`config.mk`:
```
export PLATFORM = sky130hd
export DESIGN_NAME = twowire_ctl_slave
export DESIGN_NICKNAME = d
export VERILOG_FILES = /design/src/rtl/twr_pkg.sv /design/src/rtl/twr_line_sync.sv /design/src/rtl/twr_proto_fsm.sv /design/src/rtl/twr_regbank.sv /design/src/rtl/twowire_ctl_slave.sv
export SDC_FILE = /design/constraint.sdc
export NUM_CORES = 1
export LEC_CHECK = 0
export BUFFER_PORTS_ARGS = -buffer_cell sky130_fd_sc_hd__buf_2
export CELL_PAD_IN_SITES_DETAIL_PLACEMENT = 1
export CELL_PAD_IN_SITES_GLOBAL_PLACEMENT = 2
export CORE_UTILIZATION = 34
export DETAILED_ROUTE_END_ITERATION = 6
export PLACE_DENSITY_LB_ADDON = 0.08
export SLEW_MARGIN = 20
export SYNTH_ARGS = -nofsm -noshare
export SYNTH_HDL_FRONTEND = slang
export SYNTH_SLANG_ARGS = --single-unit
```
`constraint.sdc`:
```
create_clock -name clk -period 6.2 [get_ports clk]
set_clock_uncertainty 0.1 [all_clocks]
set_input_delay 0.31 -clock clk [delete_from_list [all_inputs] [get_ports clk]]
set_output_delay 0.31 -clock clk [all_outputs]
set_load 0.01 [all_outputs]
```
`src/rtl/twr_pkg.sv`:
```
// Shared types for the two-wire control slave.
// Assumes byte-wide transfers; the register count is set at the top level.
package twr_pkg;
    localparam int BYTE_W = 8;

    typedef enum logic [2:0] {
        ST_IDLE,
        ST_RX,
        ST_ACK,
        ST_TX,
        ST_MACK
    } twr_state_e;

    typedef enum logic [1:0] {
        PH_ADDR,
        PH_SUB,
        PH_DATA
    } twr_phase_e;
endpackage

```
`src/rtl/twr_line_sync.sv`:
```
// Synchronises SCL and SDA into the core clock and derives edge events.
// Assumes the bus is idle high; start/stop are SDA edges while SCL stays high.
module twr_line_sync #(
    parameter int STAGES = 2
) (
    input  logic clk,
    input  logic rst_n,
    input  logic scl_in,
    input  logic sda_in,
    output logic sda_s,
    output logic scl_rise,
    output logic scl_fall,
    output logic start_det,
    output logic stop_det
);
    logic [STAGES-1:0] scl_ff;
    logic [STAGES-1:0] sda_ff;
    logic              scl_p;
    logic              sda_p;
    logic              scl_s;

    // Metastability chains, reset to the idle-high level.
    always_ff @(posedge clk) begin
        if (!rst_n) begin
            scl_ff <= '1;
            sda_ff <= '1;
        end else begin
            scl_ff <= {scl_ff[STAGES-2:0], scl_in};
            sda_ff <= {sda_ff[STAGES-2:0], sda_in};
        end
    end

    assign scl_s = scl_ff[STAGES-1];
    assign sda_s = sda_ff[STAGES-1];

    // One-cycle delayed copies for edge detection.
    always_ff @(posedge clk) begin
        if (!rst_n) begin
            scl_p <= 1'b1;
            sda_p <= 1'b1;
        end else begin
            scl_p <= scl_s;
            sda_p <= sda_s;
        end
    end

    // Edge and bus condition decode.
    always_comb begin
        scl_rise  = scl_s & ~scl_p;
        scl_fall  = ~scl_s & scl_p;
        start_det = scl_s & scl_p & sda_p & ~sda_s;
        stop_det  = scl_s & scl_p & ~sda_p & sda_s;
    end
endmodule

```
`src/rtl/twr_proto_fsm.sv`:
```
// Bus protocol engine: address match, index capture, write commit and read streaming.
// Assumes each SCL edge arrives as a single-cycle event from twr_line_sync.
module twr_proto_fsm
    import twr_pkg::*;
#(
    parameter int NUM_REGS = 6,
    localparam int PW      = (NUM_REGS > 1) ? $clog2(NUM_REGS) : 1,
    localparam int CW      = $clog2(BYTE_W + 1)
) (
    input  logic                         clk,
    input  logic                         rst_n,
    input  logic                         scl_rise,
    input  logic                         scl_fall,
    input  logic                         start_det,
    input  logic                         stop_det,
    input  logic                         sda_s,
    input  logic [6:0]                   dev_addr,
    input  logic [NUM_REGS*BYTE_W-1:0]   rd_bus,
    output logic                         sda_pull,
    output logic                         wr_en,
    output logic [PW-1:0]                wr_idx,
    output logic [BYTE_W-1:0]            wr_data
);
    localparam logic [PW-1:0]     LAST   = PW'(NUM_REGS - 1);
    localparam logic [BYTE_W-1:0] NREG_B = BYTE_W'(NUM_REGS);
    localparam logic [CW-1:0]     FULL   = CW'(BYTE_W);
    localparam logic [CW-1:0]     LASTB  = CW'(BYTE_W - 1);

    twr_state_e          state;
    twr_phase_e          phase;
    logic [CW-1:0]       cnt;
    logic [BYTE_W-1:0]   sh;
    logic [BYTE_W-1:0]   txs;
    logic [PW-1:0]       ptr;
    logic                rw;
    logic                mack;
    logic                ack_drive;
    logic [PW-1:0]       nxt_ptr;
    logic [BYTE_W-1:0]   cur_byte;
    logic [BYTE_W-1:0]   nxt_byte;

    // Saturating pointer step and read-back byte selection.
    always_comb begin
        nxt_ptr  = (ptr == LAST) ? ptr : ptr + 1'b1;
        cur_byte = rd_bus[int'(ptr) * BYTE_W +: BYTE_W];
        nxt_byte = rd_bus[int'(nxt_ptr) * BYTE_W +: BYTE_W];
    end

    // Open-drain request: acknowledge slots, or a zero bit while transmitting.
    assign sda_pull = ack_drive | ((state == ST_TX) & ~txs[BYTE_W-1]);

    // Protocol sequencer.
    always_ff @(posedge clk) begin
        if (!rst_n) begin
            state     <= ST_IDLE;
            phase     <= PH_ADDR;
            cnt       <= '0;
            sh        <= '0;
            txs       <= '0;
            ptr       <= '0;
            rw        <= 1'b0;
            mack      <= 1'b0;
            ack_drive <= 1'b0;
            wr_en     <= 1'b0;
            wr_idx    <= '0;
            wr_data   <= '0;
        end else begin
            wr_en <= 1'b0;
            if (stop_det) begin
                state     <= ST_IDLE;
                ack_drive <= 1'b0;
            end else if (start_det) begin
                state     <= ST_RX;
                phase     <= PH_ADDR;
                cnt       <= '0;
                ack_drive <= 1'b0;
            end else begin
                case (state)
                    ST_RX: begin
                        if (scl_rise && cnt != FULL) begin
                            sh  <= {sh[BYTE_W-2:0], sda_s};
                            cnt <= cnt + 1'b1;
                        end else if (scl_fall && cnt == FULL) begin
                            case (phase)
                                PH_ADDR: begin
                                    if (sh[BYTE_W-1:1] == dev_addr) begin
                                        rw        <= sh[0];
                                        ack_drive <= 1'b1;
                                        state     <= ST_ACK;
                                    end else begin
                                        state <= ST_IDLE;
                                    end
                                end
                                PH_SUB: begin
                                    if (sh < NREG_B) begin
                                        ptr       <= sh[PW-1:0];
                                        ack_drive <= 1'b1;
                                        state     <= ST_ACK;
                                    end else begin
                                        state <= ST_IDLE;
                                    end
                                end
                                default: begin
                                    ack_drive <= 1'b1;
                                    state     <= ST_ACK;
                                end
                            endcase
                        end
                    end
                    ST_ACK: begin
                        if (scl_rise && phase == PH_DATA) begin
                            wr_en   <= 1'b1;
                            wr_idx  <= ptr;
                            wr_data <= sh;
                        end else if (scl_fall) begin
                            ack_drive <= 1'b0;
                            cnt       <= '0;
                            if (phase == PH_ADDR && rw) begin
                                state <= ST_TX;
                                txs   <= cur_byte;
                            end else if (phase == PH_ADDR) begin
                                state <= ST_RX;
                                phase <= PH_SUB;
                            end else if (phase == PH_SUB) begin
                                state <= ST_RX;
                                phase <= PH_DATA;
                            end else begin
                                state <= ST_RX;
                                ptr   <= nxt_ptr;
                            end
                        end
                    end
                    ST_TX: begin
                        if (scl_fall) begin
                            if (cnt == LASTB) begin
                                state <= ST_MACK;
                                cnt   <= '0;
                            end else begin
                                txs <= {txs[BYTE_W-2:0], 1'b1};
                                cnt <= cnt + 1'b1;
                            end
                        end
                    end
                    ST_MACK: begin
                        if (scl_rise) begin
                            mack <= ~sda_s;
                        end else if (scl_fall) begin
                            if (mack) begin
                                ptr   <= nxt_ptr;
                                txs   <= nxt_byte;
                                state <= ST_TX;
                            end else begin
                                state <= ST_IDLE;
                            end
                        end
                    end
                    default: ;
                endcase
            end
        end
    end

    // a stop always lands in idle on the next cycle.
    a_r7_stop_to_idle: assert property (@(posedge clk) disable iff (!rst_n)
        stop_det |=> (state == ST_IDLE));

    // a start always restarts address reception from bit zero.
    a_r7_start_restarts: assert property (@(posedge clk) disable iff (!rst_n)
        (start_det && !stop_det) |=> (state == ST_RX && phase == PH_ADDR && cnt == '0));

    // the register index never leaves the valid range.
    a_r6_ptr_in_range: assert property (@(posedge clk) disable iff (!rst_n)
        ptr <= LAST);

    // an idle slave never holds the data line.
    a_r3_idle_released: assert property (@(posedge clk) disable iff (!rst_n)
        (state == ST_IDLE) |-> !sda_pull);

    // register writes come only from a data-byte acknowledge slot.
    a_r2_write_from_ack: assert property (@(posedge clk) disable iff (!rst_n)
        wr_en |-> ($past(state) == ST_ACK && $past(phase) == PH_DATA));

    // the data line request moves only after SCL falls or a bus condition.
    a_r4_pull_moves_low: assert property (@(posedge clk) disable iff (!rst_n)
        !$stable(sda_pull) |-> $past(scl_fall || start_det || stop_det));
endmodule

```
`src/rtl/twr_regbank.sv`:
```
// Bank of byte registers written by index, all contents exposed in parallel.
// Assumes the write index is always in range (guarded by the protocol engine).
module twr_regbank
    import twr_pkg::*;
#(
    parameter int NUM_REGS = 6,
    localparam int PW      = (NUM_REGS > 1) ? $clog2(NUM_REGS) : 1
) (
    input  logic                       clk,
    input  logic                       rst_n,
    input  logic                       wr_en,
    input  logic [PW-1:0]              wr_idx,
    input  logic [BYTE_W-1:0]          wr_data,
    output logic [NUM_REGS*BYTE_W-1:0] q
);
    for (genvar g = 0; g < NUM_REGS; g++) begin : g_reg
        logic [BYTE_W-1:0] r;

        // Hold or load one register.
        always_ff @(posedge clk) begin
            if (!rst_n) begin
                r <= '0;
            end else if (wr_en && wr_idx == PW'(g)) begin
                r <= wr_data;
            end
        end

        assign q[g*BYTE_W +: BYTE_W] = r;
    end

    // contents change only on a write strobe.
    a_r2_hold_without_write: assert property (@(posedge clk) disable iff (!rst_n)
        !wr_en |=> $stable(q));

    // no write strobe may name a register that does not exist.
    a_r3_index_valid: assert property (@(posedge clk) disable iff (!rst_n)
        wr_en |-> (int'(wr_idx) < NUM_REGS));
endmodule

```
`src/rtl/twowire_ctl_slave.sv`:
```
// Top level: two-wire slave giving indexed access to a bank of control registers.
// Assumes SCL/SDA phases span several core clocks; no clock stretching is done.
module twowire_ctl_slave
    import twr_pkg::*;
#(
    parameter int          NUM_REGS    = 6,
    parameter int          SYNC_STAGES = 2,
    parameter logic [4:0]  ADDR_HI     = 5'b10000,
    localparam int         PW          = (NUM_REGS > 1) ? $clog2(NUM_REGS) : 1,
    localparam int         BUS_W       = NUM_REGS * BYTE_W
) (
    input  logic             clk,
    input  logic             rst_n,
    input  logic             scl_in,
    input  logic             sda_in,
    input  logic             strap_hi,
    input  logic             strap_lo,
    input  logic [BUS_W-1:0] rd_bus,
    output logic             sda_pull,
    output logic [BUS_W-1:0] reg_bus
);
    logic              sda_s;
    logic              scl_rise;
    logic              scl_fall;
    logic              start_det;
    logic              stop_det;
    logic              wr_en;
    logic [PW-1:0]     wr_idx;
    logic [BYTE_W-1:0] wr_data;
    logic [6:0]        dev_addr;

    assign dev_addr = {ADDR_HI, strap_hi, strap_lo};

    twr_line_sync #(.STAGES(SYNC_STAGES)) u_sync (
        .clk       (clk),
        .rst_n     (rst_n),
        .scl_in    (scl_in),
        .sda_in    (sda_in),
        .sda_s     (sda_s),
        .scl_rise  (scl_rise),
        .scl_fall  (scl_fall),
        .start_det (start_det),
        .stop_det  (stop_det)
    );

    twr_proto_fsm #(.NUM_REGS(NUM_REGS)) u_fsm (
        .clk       (clk),
        .rst_n     (rst_n),
        .scl_rise  (scl_rise),
        .scl_fall  (scl_fall),
        .start_det (start_det),
        .stop_det  (stop_det),
        .sda_s     (sda_s),
        .dev_addr  (dev_addr),
        .rd_bus    (rd_bus),
        .sda_pull  (sda_pull),
        .wr_en     (wr_en),
        .wr_idx    (wr_idx),
        .wr_data   (wr_data)
    );

    twr_regbank #(.NUM_REGS(NUM_REGS)) u_bank (
        .clk     (clk),
        .rst_n   (rst_n),
        .wr_en   (wr_en),
        .wr_idx  (wr_idx),
        .wr_data (wr_data),
        .q       (reg_bus)
    );
endmodule

```
==> key figures <==
Status
  • Status: completed

Yosys
  • Mapped Cells: 638
  • Post-synth top area share: roughly two fifths
  • Synth area leaders: dfxtp_1, nand2_1, a21oi_1, mux2i_1, a311oi_1
  • Post-synth ARST share: 0%
  • Most frequent cell after synthesis: nand2_1
  • Sequential area share after synthesis: 38.3%
  • Synth top cells by count: nand2_1, dfxtp_1, a21oi_1
  • Largest area contributor in the netlist: dfxtp_1
  • Primary FF master, synth: dfxtp_1
  • Register bit total from synthesis: 97
  • Netlist cell types: between 50 and 60
  • Area of the mapped netlist: around 5100 um2
  • Ys Warns: 0
  • Syn avg cell area: around 7.9 um2
  • Synth Net Count: approximately 700
  • Number of synthesized flops with an enable pin: 0

Die
  • Core area: around 15000 um2
  • Ports: between 100 and 150
  • Die Y: ~120 um
  • Starting Density: approximately a third
  • Site Rows: 44
  • Chip width: approximately 120 um
  • Die area: around 15000 um2

Timing
  • FMAX: roughly 320 MHz
  • Final setup margin: approximately 3.1 ns
  • Fin Setup TNS: 0 ns
  • RSZ-0062 raised after global routing: false
  • Min cycle time layout: 3.10 ns
  • Final Cycle Share: 50.1%
  • Worst slew margin: 39.0%
  • Final setup violating endpoints: 0
  • Hold_ws: 0.0332 ns
  • Final-report hold violation count: 0
  • Final Slew Violations: 0
  • Actual slew at the worst max-slew pin: 0.912 ns

Job
  • Max cap viols: 0

GRT
  • Vias in the first global route: 4760
  • Grt total ovfl: 0
  • First-pass GRT wire length: ~25000 um
  • Initial antenna violation count: 0
  • Largest net degree at the start of global routing: 76
  • GRT Total Usage: 20.7%

Setup path
  • Crit. End Element: register
  • CP Data Arrival Time: ~3.3 ns
  • Worst-path maximum fanout: 41
  • Crit Path Category: register to register
  • Req. time, crit path: approximately 6.4 ns
  • Crit path launch type: register

CTS
  • CTS root buf: clkbuf_16
  • Reg clk slew, reported paths: roughly 0.070 ns
  • CTS Buf Count: 9
  • Max Root-Sink Buffers: 2
  • Post-CTS setup buffer count: 0
  • Clock latency at the later pin of the worst-skew pair: between 0.3 and 0.4 ns
  • Clock sink count: 97
  • TritonCTS clock tree: yes
  • Cts repair resizes: 0
  • Deepest level of the CTS H-tree: 3
  • Post-CTS Hold Fix Bufs: 0

Routing
  • # DRC: 0
  • WL/cell: between 15 and 20 um
  • DRT antenna net count: 0
  • Initial DRC count: 231
  • Drt first pass iters: 4
  • Via count: 4896
  • WL final: 15500 um
  • DR vias/cell: ~5.4

Layout
  • Layout area overhead: 18.0%
  • Diode count: 0
  • Layout cell share with drive strength beyond 1: between 20% and 30%
  • Fin nets: between 700 and 800
  • Core Util, Final: approximately two fifths

Hold path
  • Hold Crit Class: input pin to register

Placed design
  • I/O Buffers: around 100
  • Place WS: a little over 3 ns
  • Post-DP HPWL: approximately 11000 um
  • GPL Wtd Cong: roughly 0.78

Power and ir drop
  • Worst VDD drop: 0.000123 V
  • Static leakage: around 2.4 nW
  • Power Density: 210 nW/um2
[power by group]
| part | internal, mW | total [mW] | switching, mW |
|---|---|---|---|
| logic | 0.0285 | 0.0652 | 0.0367 |
| registers | 0.625 | 0.629 | 0.00405 |
| clock network | 0.292 | 0.565 | 0.273 |
[final timing paths]
path	slack [ns]	to	start	cells after the start
worst max-delay path	3.10	u_fsm.txs[1]$_SDFFE_PN0P_	u_fsm.ptr[0]$_SDFFE_PN0P_	7
worst min-delay path	0.03	u_sync.scl_ff[0]$_SDFF_PN1_	scl_in	2
worst max register to register	3.10	u_fsm.txs[1]$_SDFFE_PN0P_	u_fsm.ptr[0]$_SDFFE_PN0P_	7
worst min register to register	0.31	u_sync.sda_ff[1]$_SDFF_PN1_	u_sync.sda_ff[0]$_SDFF_PN1_	1
[per-layer routing]
| layer | share of wire [%] | track usage, % |
|---|---|---|
| met5 | 0 | 0 |
| met4 | 0.94 | 6.99 |
| met3 | 2.4 | 3.11 |
| met2 | 46 | 31.9 |
| met1 | 51 | 29.2 |
[state kept, by name, indices dropped and copies added, names as in the netlist, 3 cells and up]
register	count
u_fsm.sh	8
u_fsm.txs	8
u_fsm.wr_idx	3
u_bank.g.r	48
u_fsm.state	3
u_fsm.wr_data	8
u_fsm.ptr	3
u_fsm.cnt	4
[layout make-up]
class / count / area [um2]
clock buffers: 10 / 239
repair buffers: 107 / 548
multi-input cells: 491 / 2930
clock inverters: 6 / 60.1
well taps: 184 / 230
flip-flops and latches: 97 / 1940
fillers: 1780 / 8550
inverters: 8 / 30.0
[cells by family after synthesis]
family	count (synthesis)	share of synthesized area, %
mux	30	6.29
xor+xnor	4	0.691
buf+inv	50	3.95
fa+ha+maj	4	0.987
flops	97	38.3
compound gates	174	23.5
simple gates	279	26.2
[stage by stage]
step                      cells  area [um2]  power [mW]
after global placement      887        5680       0.708
after detailed placement    887        5680       0.709
after floorplan             638        5070       0.678
final                       903        5980        1.26
after CTS                   903        5980        1.28
after global routing        903        5980        1.31
[cells in the final DEF (no fill, tap or decap), types with 2 or more instances in the layout]
cell,instances
nor3b_1,3
nand4bb_1,2
clkinv_4,3
inv_6,2
nor3_1,2
o31a_1,8
a22oi_1,2
inv_1,7
or4_1,3
mux2i_1,24
and2_1,20
and3_1,4
nand2_1,151
a21oi_1,73
o21ai_0,17
nand4_1,3
nand4b_1,4
nor3b_2,2
o21bai_1,2
ha_1,4
nor2_1,34
o221a_2,7
clkbuf_16,9
mux2_2,5
a31oi_1,3
nor2b_1,7
o211ai_1,3
nand3b_1,4
nand3_1,8
dfxtp_1,97
buf_2,102
a211oi_1,22
o31ai_1,2
nand2b_1,26
a311oi_1,23
o22ai_1,2
xnor2_1,3
buf_4,5
[worst max-delay path, stage by stage, from the launching register on]
cell       delay [ns]
dfxtp_1          0.32
buf_4            0.33
ha_1             0.25
nand4bb_1        0.52
nor2_1           0.91
nand2_1          0.14
a311oi_1         0.32
o31a_1           0.17
Power figures use the tool's default switching activity.
